===== config.mk =====
export PLATFORM = sky130hd
export DESIGN_NAME = tick_timer_bank
export DESIGN_NICKNAME = d
export VERILOG_FILES = /design/src/rtl/ttb_pkg.sv /design/src/rtl/ttb_prescaler.sv /design/src/rtl/ttb_channel.sv /design/src/rtl/ttb_irq_route.sv /design/src/rtl/tick_timer_bank.sv
export SDC_FILE = /design/constraint.sdc
export NUM_CORES = 1
export LEC_CHECK = 0
export BUFFER_PORTS_ARGS = -buffer_cell sky130_fd_sc_hd__clkbuf_2
export CORE_MARGIN = 2
export CORE_UTILIZATION = 50
export DETAILED_ROUTE_END_ITERATION = 16
export PLACE_DENSITY = 0.66
export RECOVER_POWER = 25
export REMOVE_ABC_BUFFERS = 1
export SLEW_MARGIN = 20
export SYNTH_ARGS = -nofsm -noshare
export SYNTH_HDL_FRONTEND = slang
export SYNTH_SLANG_ARGS = --single-unit

===== constraint.sdc =====
create_clock -name clk -period 6.7 [get_ports clk]
set_clock_uncertainty 0.05 [all_clocks]
set_input_delay 0.67 -clock clk [delete_from_list [all_inputs] [get_ports clk]]
set_output_delay 0.67 -clock clk [all_outputs]
set_load 0.02 [all_outputs]

===== src/rtl/ttb_pkg.sv =====
package ttb_pkg;

  // control word bit positions
  localparam int CTL_RUN = 0;
  localparam int CTL_RPT = 1;
  localparam int CTL_LD  = 2;
  localparam int CTL_IE  = 3;
  localparam int CTL_EVT = 4;
  localparam int CTL_W   = 5;

  // global word addresses
  localparam int REG_PRE_CNT = 0;
  localparam int REG_PRE_RLD = 1;
  localparam int REG_CFG     = 2;

  // slot inside a channel's four-word block
  localparam int SLOT_CNT = 0;
  localparam int SLOT_RLD = 1;
  localparam int SLOT_CTL = 2;

  localparam int ADDR_W = 6;
  localparam int BLK_W  = ADDR_W - 2;

  // configuration word layout
  function automatic logic [31:0] cfg_word(input int unsigned n_tim,
                                           input int unsigned irq_num,
                                           input bit sep);
    logic [31:0] w;
    w      = '0;
    w[2:0] = 3'(n_tim);
    w[7:3] = 5'(irq_num);
    w[8]   = sep;
    w[9]   = 1'b0;
    return w;
  endfunction

  // clock cycles between two events of a repeating channel
  function automatic longint unsigned event_period(input longint unsigned pre_rld,
                                                   input longint unsigned tim_rld);
    return (pre_rld + 1) * (tim_rld + 1);
  endfunction

  // channel block number for a word address (0 = global block)
  function automatic logic [BLK_W-1:0] blk_of(input logic [ADDR_W-1:0] a);
    return a[ADDR_W-1:2];
  endfunction

endpackage


===== src/rtl/ttb_prescaler.sv =====
module ttb_prescaler #(
  parameter int PRE_W = 16
) (
  input  logic             clk,
  input  logic             rst_n,
  input  logic             wr_cnt,
  input  logic             wr_rld,
  input  logic [PRE_W-1:0] wdata,
  output logic [PRE_W-1:0] cnt,
  output logic [PRE_W-1:0] rld,
  output logic             tick
);

  logic at_zero;
  assign at_zero = (cnt == '0);
  assign tick    = at_zero;

  always_ff @(posedge clk or negedge rst_n) begin
    if (!rst_n) begin
      cnt <= '0;
      rld <= '0;
    end else begin
      if (wr_rld) rld <= wdata;
      if (wr_cnt)       cnt <= wdata;
      else if (at_zero) cnt <= rld;
      else              cnt <= cnt - 1'b1;
    end
  end

endmodule


===== src/rtl/ttb_channel.sv =====
module ttb_channel
  import ttb_pkg::*;
#(
  parameter int CNT_W = 16
) (
  input  logic             clk,
  input  logic             rst_n,
  input  logic             tick,
  input  logic             wr_cnt,
  input  logic             wr_rld,
  input  logic             wr_ctl,
  input  logic [CNT_W-1:0] wdata_cnt,
  input  logic [CTL_W-1:0] wdata_ctl,
  output logic [CNT_W-1:0] cnt,
  output logic [CNT_W-1:0] rld,
  output logic             run,
  output logic             rpt,
  output logic             ie,
  output logic             evt_flag,
  output logic             uf,
  output logic             irq_evt
);

  logic do_load;
  logic at_zero;

  assign at_zero = (cnt == '0);
  assign uf      = tick && run && at_zero;
  assign irq_evt = uf && ie;
  assign do_load = wr_ctl && wdata_ctl[CTL_LD];

  always_ff @(posedge clk or negedge rst_n) begin
    if (!rst_n) begin
      cnt      <= '0;
      rld      <= '0;
      run      <= 1'b0;
      rpt      <= 1'b0;
      ie       <= 1'b0;
      evt_flag <= 1'b0;
    end else begin
      if (wr_rld) rld <= wdata_cnt;

      // count: direct write, then load action, then ticking
      if (wr_cnt)                cnt <= wdata_cnt;
      else if (do_load)          cnt <= rld;
      else if (tick && run) begin
        if (!at_zero)            cnt <= cnt - 1'b1;
        else if (rpt)            cnt <= rld;
      end

      // mode bits
      if (wr_ctl) begin
        run <= wdata_ctl[CTL_RUN];
        rpt <= wdata_ctl[CTL_RPT];
        ie  <= wdata_ctl[CTL_IE];
      end else if (uf && !rpt) begin
        run <= 1'b0;
      end

      // event flag: a new event wins over a clearing write
      if (irq_evt)                              evt_flag <= 1'b1;
      else if (wr_ctl && wdata_ctl[CTL_EVT])    evt_flag <= 1'b0;
    end
  end

endmodule


===== src/rtl/ttb_irq_route.sv =====
module ttb_irq_route #(
  parameter int N_TIMERS     = 4,
  parameter bit SEPARATE_IRQ = 1'b1,
  localparam int IRQ_LINES   = SEPARATE_IRQ ? N_TIMERS : 1
) (
  input  logic                 clk,
  input  logic                 rst_n,
  input  logic [N_TIMERS-1:0]  evt,
  output logic [IRQ_LINES-1:0] irq
);

  logic [IRQ_LINES-1:0] irq_d;

  generate
    if (SEPARATE_IRQ) begin : g_sep
      assign irq_d = evt;
    end else begin : g_shared
      assign irq_d = |evt;
    end
  endgenerate

  always_ff @(posedge clk or negedge rst_n) begin
    if (!rst_n) irq <= '0;
    else        irq <= irq_d;
  end

endmodule


===== src/rtl/tick_timer_bank.sv =====
module tick_timer_bank
  import ttb_pkg::*;
#(
  parameter int N_TIMERS     = 4,
  parameter int CNT_W        = 16,
  parameter int PRE_W        = 16,
  parameter bit SEPARATE_IRQ = 1'b1,
  parameter int IRQ_NUM      = 8,
  localparam int IRQ_LINES   = SEPARATE_IRQ ? N_TIMERS : 1
) (
  input  logic                 clk,
  input  logic                 rst_n,
  input  logic                 bus_wr,
  input  logic                 bus_rd,
  input  logic [ADDR_W-1:0]    bus_addr,
  input  logic [31:0]          bus_wdata,
  output logic [31:0]          bus_rdata,
  output logic [IRQ_LINES-1:0] irq_o
);

  localparam logic [31:0] CFG = cfg_word(N_TIMERS, IRQ_NUM, SEPARATE_IRQ);

  logic [BLK_W-1:0] blk;
  logic [1:0]       slot;
  assign blk  = blk_of(bus_addr);
  assign slot = bus_addr[1:0];

  // prescaler
  logic             pre_tick;
  logic [PRE_W-1:0] pre_cnt;
  logic [PRE_W-1:0] pre_rld;
  logic             pre_wr_cnt;
  logic             pre_wr_rld;

  assign pre_wr_cnt = bus_wr && (bus_addr == ADDR_W'(REG_PRE_CNT));
  assign pre_wr_rld = bus_wr && (bus_addr == ADDR_W'(REG_PRE_RLD));

  ttb_prescaler #(.PRE_W(PRE_W)) u_pre (
    .clk    (clk),
    .rst_n  (rst_n),
    .wr_cnt (pre_wr_cnt),
    .wr_rld (pre_wr_rld),
    .wdata  (bus_wdata[PRE_W-1:0]),
    .cnt    (pre_cnt),
    .rld    (pre_rld),
    .tick   (pre_tick)
  );

  // channels
  logic [CNT_W-1:0]    tim_cnt [N_TIMERS];
  logic [CNT_W-1:0]    tim_rld [N_TIMERS];
  logic [N_TIMERS-1:0] tim_run;
  logic [N_TIMERS-1:0] tim_rpt;
  logic [N_TIMERS-1:0] tim_ie;
  logic [N_TIMERS-1:0] tim_flag;
  logic [N_TIMERS-1:0] tim_uf;
  logic [N_TIMERS-1:0] tim_evt;

  generate
    for (genvar n = 0; n < N_TIMERS; n++) begin : g_ch
      logic hit;
      assign hit = bus_wr && (blk == BLK_W'(n + 1));

      ttb_channel #(.CNT_W(CNT_W)) u_ch (
        .clk       (clk),
        .rst_n     (rst_n),
        .tick      (pre_tick),
        .wr_cnt    (hit && (slot == 2'(SLOT_CNT))),
        .wr_rld    (hit && (slot == 2'(SLOT_RLD))),
        .wr_ctl    (hit && (slot == 2'(SLOT_CTL))),
        .wdata_cnt (bus_wdata[CNT_W-1:0]),
        .wdata_ctl (bus_wdata[CTL_W-1:0]),
        .cnt       (tim_cnt[n]),
        .rld       (tim_rld[n]),
        .run       (tim_run[n]),
        .rpt       (tim_rpt[n]),
        .ie        (tim_ie[n]),
        .evt_flag  (tim_flag[n]),
        .uf        (tim_uf[n]),
        .irq_evt   (tim_evt[n])
      );
    end
  endgenerate

  ttb_irq_route #(.N_TIMERS(N_TIMERS), .SEPARATE_IRQ(SEPARATE_IRQ)) u_route (
    .clk   (clk),
    .rst_n (rst_n),
    .evt   (tim_evt),
    .irq   (irq_o)
  );

  // read mux
  always_comb begin
    bus_rdata = '0;
    if (bus_rd) begin
      if (blk == '0) begin
        case (slot)
          2'(REG_PRE_CNT): bus_rdata = 32'(pre_cnt);
          2'(REG_PRE_RLD): bus_rdata = 32'(pre_rld);
          2'(REG_CFG):     bus_rdata = CFG;
          default:         bus_rdata = '0;
        endcase
      end else begin
        for (int n = 0; n < N_TIMERS; n++) begin
          if (blk == BLK_W'(n + 1)) begin
            case (slot)
              2'(SLOT_CNT): bus_rdata = 32'(tim_cnt[n]);
              2'(SLOT_RLD): bus_rdata = 32'(tim_rld[n]);
              2'(SLOT_CTL): begin
                bus_rdata[CTL_RUN] = tim_run[n];
                bus_rdata[CTL_RPT] = tim_rpt[n];
                bus_rdata[CTL_IE]  = tim_ie[n];
                bus_rdata[CTL_EVT] = tim_flag[n];
              end
              default: bus_rdata = '0;
            endcase
          end
        end
      end
    end
  end

endmodule


==> flow_summary_export.csv <==
group,metric,value,unit
grt,grt_max_degree,108,
timing,maxSlewHeadroom,0.2746,
timing,finalCriticalPeriod,4.003,ns
pwr,switching_share,0.3619,
pwr,power_frac_clock,0.272,
pwr,internal-power,2.296,mW
yosys,asyncSetResetFlopFracSynth,1.000,
pwr,worst_ir_drop_vdd,0.1574,mV
cells_and_area,final-instance-count-excl-fill,1510,
worst_setup_path,timing.critical_path.required,5.98,ns
clocking,cts.reportedPaths.clkPinSlew,0.07,ns
floorplan,pin_count,78,
grt,grt.overflow.total,0,
worst_setup_path,setup.worst_path.start_class,"input pin",
timing,grt_setup_unrepaired,"false",
pwr,power.leakage,5.288,nW
floorplan,placementRows,55,
timing,min_period_over_period,0.5974,
worst_setup_path,timing.critical_path.to,"bus_rdata[1]",
clocking,htree_num_levels,4,
grt,grt_first_pass_wirelength,54.06,mm
floorplan,design.die.area,24310,um^2
pwr,switchingPower,1.302,mW
clocking,clk_path_buf_depth,2,
grt,grt_use_total,0.2941,
yosys,yosysUniqueCellTypes,80,
yosys,fraction_of_the_yosys_area_taken_by_sequential_cells,0.3904,
detailed_routing,final_antenna_net_count,0,
run_status,run_status,"complete, no violations",
yosys,combined_area_of_all_synthesized_cells,11540,um^2
placed_design,placer_congestion,1.023,
placed_design,placed_cells,1479,
yosys,syn_avg_cell_area,9.342,um^2
worst_setup_path,critPathArrivalTime,3.28,ns
clocking,cts_setup_buffers,0,
cells_and_area,area_growth_syn_to_layout,6.312,%
grt,first_global_vias,8967,
worst_setup_path,cp-end-kind,"output pin",
run,cap_violations,0,
worst_setup_path,r2r.worst_path.cells,8,
timing,timing.final.max_slew_violations,0,
timing,finalSetupViolCount,0,
worst_setup_path,timing.rr.end,"g_ch[3].u_ch.cnt[0]$_DFFE_PN0P_",
detailed_routing,detailedRoute.firstPassIterationCount,5,
clocking,cts.sink_count,180,
yosys,number_of_storage_elements_in_the_synthesis_netlist,180,
timing,achievable-frequency,249.8,MHz
pwr,power.share.combinational,0.291,
pwr,power_density,293.4,nW/um^2
grt,number_of_antenna_violations_at_the_first_check_in_global_routing,0,
cells_and_area,drive_gt1_frac,0.1601,
yosys,synthFlopType,"sky130_fd_sc_hd__dfrtp_1",
clocking,worstSkewPairLatency,0.44,ns
detailed_routing,vias,9781,
floorplan,dieHeight,155.9,um
clocking,cts_root_buffer,"sky130_fd_sc_hd__clkbuf_16",
clocking,cts_made_buffers,17,
cells_and_area,design.final.nets,1265,
detailed_routing,drt-wirelength-per-cell,23.31,um
clocking,cts_tree,"yes",
timing,setup_tns,0,ns
yosys,yosys_warnings,0,
timing,worst-slew-pin-transition,1.084,ns
clocking,postCtsResizedCells,0,
clocking,post_cts_hold_buffer_count,0,
worst_setup_path,critical_path.startpoint,"bus_addr[0]",
yosys,synthesis.instances,1235,
worst_setup_path,worstSetupPathType,"in -> out",
floorplan,die_x,155.9,um
detailed_routing,wirelength,35.20,mm
detailed_routing,detail_route.vias_per_cell,6.477,
pwr,p_seq_frac,0.437,
worst_hold_path,timing.hold.worst.class,"in -> async",
worst_setup_path,timing.critical_path.fanout_max,51,
detailed_routing,drc,0,
detailed_routing,detailedRoute.firstIterationViolations,964,
yosys,synth-edff-count,0,
timing,hold_fails_final_rpt,0,
worst_setup_path,worst_reg2reg_startpoint,"u_pre.cnt[0]$_DFF_PN0_",
floorplan,initial_core_util,0.5096,
worst_setup_path,regToRegSetupSlack,3.62,ns
placed_design,count_of_input_and_output_buffers,45,
placed_design,hpwlAfterDp,23.77,mm
floorplan,core_area,22640,um^2
-- per-layer routing --
layer  track usage  part of all wire  up-vias
li1              -                 -     4458
met4        0.1175             0.037        0
met5             0                 0        -
met1        0.4159              0.43     4838
met2        0.4421              0.44      416
met3       0.06111             0.085       69
-- critical path: stages --
cell and delay (ns):
sky130_fd_sc_hd__buf_4 0.64, sky130_fd_sc_hd__clkinv_1 0.56, sky130_fd_sc_hd__a221oi_1 0.48, sky130_fd_sc_hd__a2bb2oi_1 0.26, sky130_fd_sc_hd__o22ai_1 0.12, sky130_fd_sc_hd__nand4_1 0.16, sky130_fd_sc_hd__o21ai_0 0.14, sky130_fd_sc_hd__clkbuf_2 0.18
-- flip-flops by register name, summed over array words and instances, names as in the netlist --
register,cells
u_route.irq,4
g_ch.u_ch.ie,4
g_ch.u_ch.rpt,4
g_ch.u_ch.cnt,64
u_pre.rld,16
g_ch.u_ch.run,4
g_ch.u_ch.rld,64
g_ch.u_ch.evt_flag,4
u_pre.cnt,16
-- metrics by stage --
| step | hold WS (ns) | utilization | power [mW] | setup WS, ns | area [um^2] |
|---|---|---|---|---|---|
| 5_1_grt | 0.3744 | 0.5416 | 3.804 | 2.668 | 12260 |
| 6_report | 0.2570 | 0.5418 | 3.598 | 2.697 | 12270 |
| 3_5_place_dp | 0.4149 | 0.5169 | 2.615 | 2.819 | 11700 |
| 4_1_cts | 0.3373 | 0.5416 | 3.598 | 2.846 | 12260 |
| 3_3_place_gp | 0.4039 | 0.5169 | 2.583 | 2.868 | 11700 |
| 2_1_floorplan | 0.3244 | - | 2.281 | 3.834 | 11030 |
-- synth_stat cells (all sizes together) (5+ instances only) --
cell type,count,share of area
dfrtp,180,0.39
nor2,130,0.043
nand2,117,0.038
mux2,99,0.097
mux2i,71,0.062
a21oi,62,0.027
o21ai,62,0.028
buf,60,0.032
clkbuf,51,0.017
o22ai,37,0.020
xor2,31,0.024
a31oi,29,0.016
nor3,26,0.012
nor4,24,0.020
xnor2,22,0.017
nand3,20,0.0087
o211ai,20,0.013
a22oi,14,0.0091
nand4,13,0.0076
a221oi,12,0.0091
inv,11,0.0036
o31a,11,0.0084
ha,10,0.011
nand2b,10,0.0054
or4,9,0.0065
a211o,8,0.0061
nor4b,8,0.0085
o31ai,8,0.0052
a211oi,6,0.0039
o2bb2ai,6,0.0046
or2,6,0.0035
or3,6,0.0033
a21o,5,0.0033
a2bb2oi,5,0.0038
nand4b,5,0.0038
-- how the worst min path moves through the flow --
stage                                                  from                           endpoint  slack [ns]  depth (start not counted)
after floorplan                                       rst_n    g_ch[0].u_ch.cnt[0]$_DFFE_PN0P_        0.32                          0
after global placement    g_ch[0].u_ch.evt_flag$_DFFE_PN0P_  g_ch[0].u_ch.evt_flag$_DFFE_PN0P_        0.40                          1
after detailed placement  g_ch[0].u_ch.evt_flag$_DFFE_PN0P_  g_ch[0].u_ch.evt_flag$_DFFE_PN0P_        0.41                          1
after CTS                                             rst_n   g_ch[3].u_ch.cnt[13]$_DFFE_PN0P_        0.34                          1
after global routing                                  rst_n   g_ch[3].u_ch.cnt[13]$_DFFE_PN0P_        0.37                          1
final                                                 rst_n   g_ch[3].u_ch.cnt[13]$_DFFE_PN0P_        0.26                          1
-- cells by family (layout without fill, tap and decap cells) --
kind of cell / count (synthesis) / in the layout / synth area share
fa+ha+maj: 10 / 10 / 0.01084
mux: 170 / 170 / 0.1582
simple gates: 399 / 399 / 0.1786
other cells: 1 / 17 / 0.0003250
flops: 180 / 180 / 0.3904
buf+inv: 123 / 97 / 0.05249
xor+xnor: 53 / 53 / 0.04023
compound gates: 299 / 299 / 0.1689
-- power by group through the flow --
stage	logic (mW)	registers, mW	clock network [mW]
4_1_cts	1.04	1.57	0.993
6_report	1.05	1.57	0.978
5_1_grt	1.17	1.61	1.03
3_5_place_dp	1.03	1.58	0
2_1_floorplan	0.773	1.51	0
3_3_place_gp	1.01	1.58	0
-- cell type report --
class / instances / area, um^2
fillers: 2092 / 10380
multi-input cells: 947 / 6486
flip-flops and latches: 180 / 4504
clock buffers: 19 / 452.9
well taps: 285 / 356.6
repair buffers: 55 / 311.5
clock inverters: 11 / 106.4
inverters: 12 / 45.04
diodes: 1 / 2.502
-- cell usage in the layout (no fill, tap or decap), types with 6 or more instances in the layout --
cell type and instances:
sky130_fd_sc_hd__dfrtp_1 180, sky130_fd_sc_hd__nor2_1 126, sky130_fd_sc_hd__nand2_1 115, sky130_fd_sc_hd__mux2_2 80, sky130_fd_sc_hd__mux2i_1 71, sky130_fd_sc_hd__a21oi_1 61
sky130_fd_sc_hd__clkbuf_2 43, sky130_fd_sc_hd__o21ai_0 41, sky130_fd_sc_hd__o22ai_1 37, sky130_fd_sc_hd__xor2_1 31, sky130_fd_sc_hd__a31oi_1 29, sky130_fd_sc_hd__nor3_1 24
sky130_fd_sc_hd__xnor2_1 22, sky130_fd_sc_hd__nand3_1 20, sky130_fd_sc_hd__o21ai_1 20, sky130_fd_sc_hd__o211ai_1 19, sky130_fd_sc_hd__mux2_1 19, sky130_fd_sc_hd__nor4_1 17
sky130_fd_sc_hd__clkbuf_16 17, sky130_fd_sc_hd__conb_1 16, sky130_fd_sc_hd__a22oi_1 14, sky130_fd_sc_hd__nand4_1 12, sky130_fd_sc_hd__a221oi_1 12, sky130_fd_sc_hd__inv_1 11
sky130_fd_sc_hd__o31a_1 11, sky130_fd_sc_hd__buf_4 11, sky130_fd_sc_hd__nand2b_1 10, sky130_fd_sc_hd__ha_1 10, sky130_fd_sc_hd__o31ai_1 8, sky130_fd_sc_hd__a211o_1 8
sky130_fd_sc_hd__or4_1 7, sky130_fd_sc_hd__or3_1 6, sky130_fd_sc_hd__o2bb2ai_1 6, sky130_fd_sc_hd__a211oi_1 6
Power figures use the tool's default switching activity.
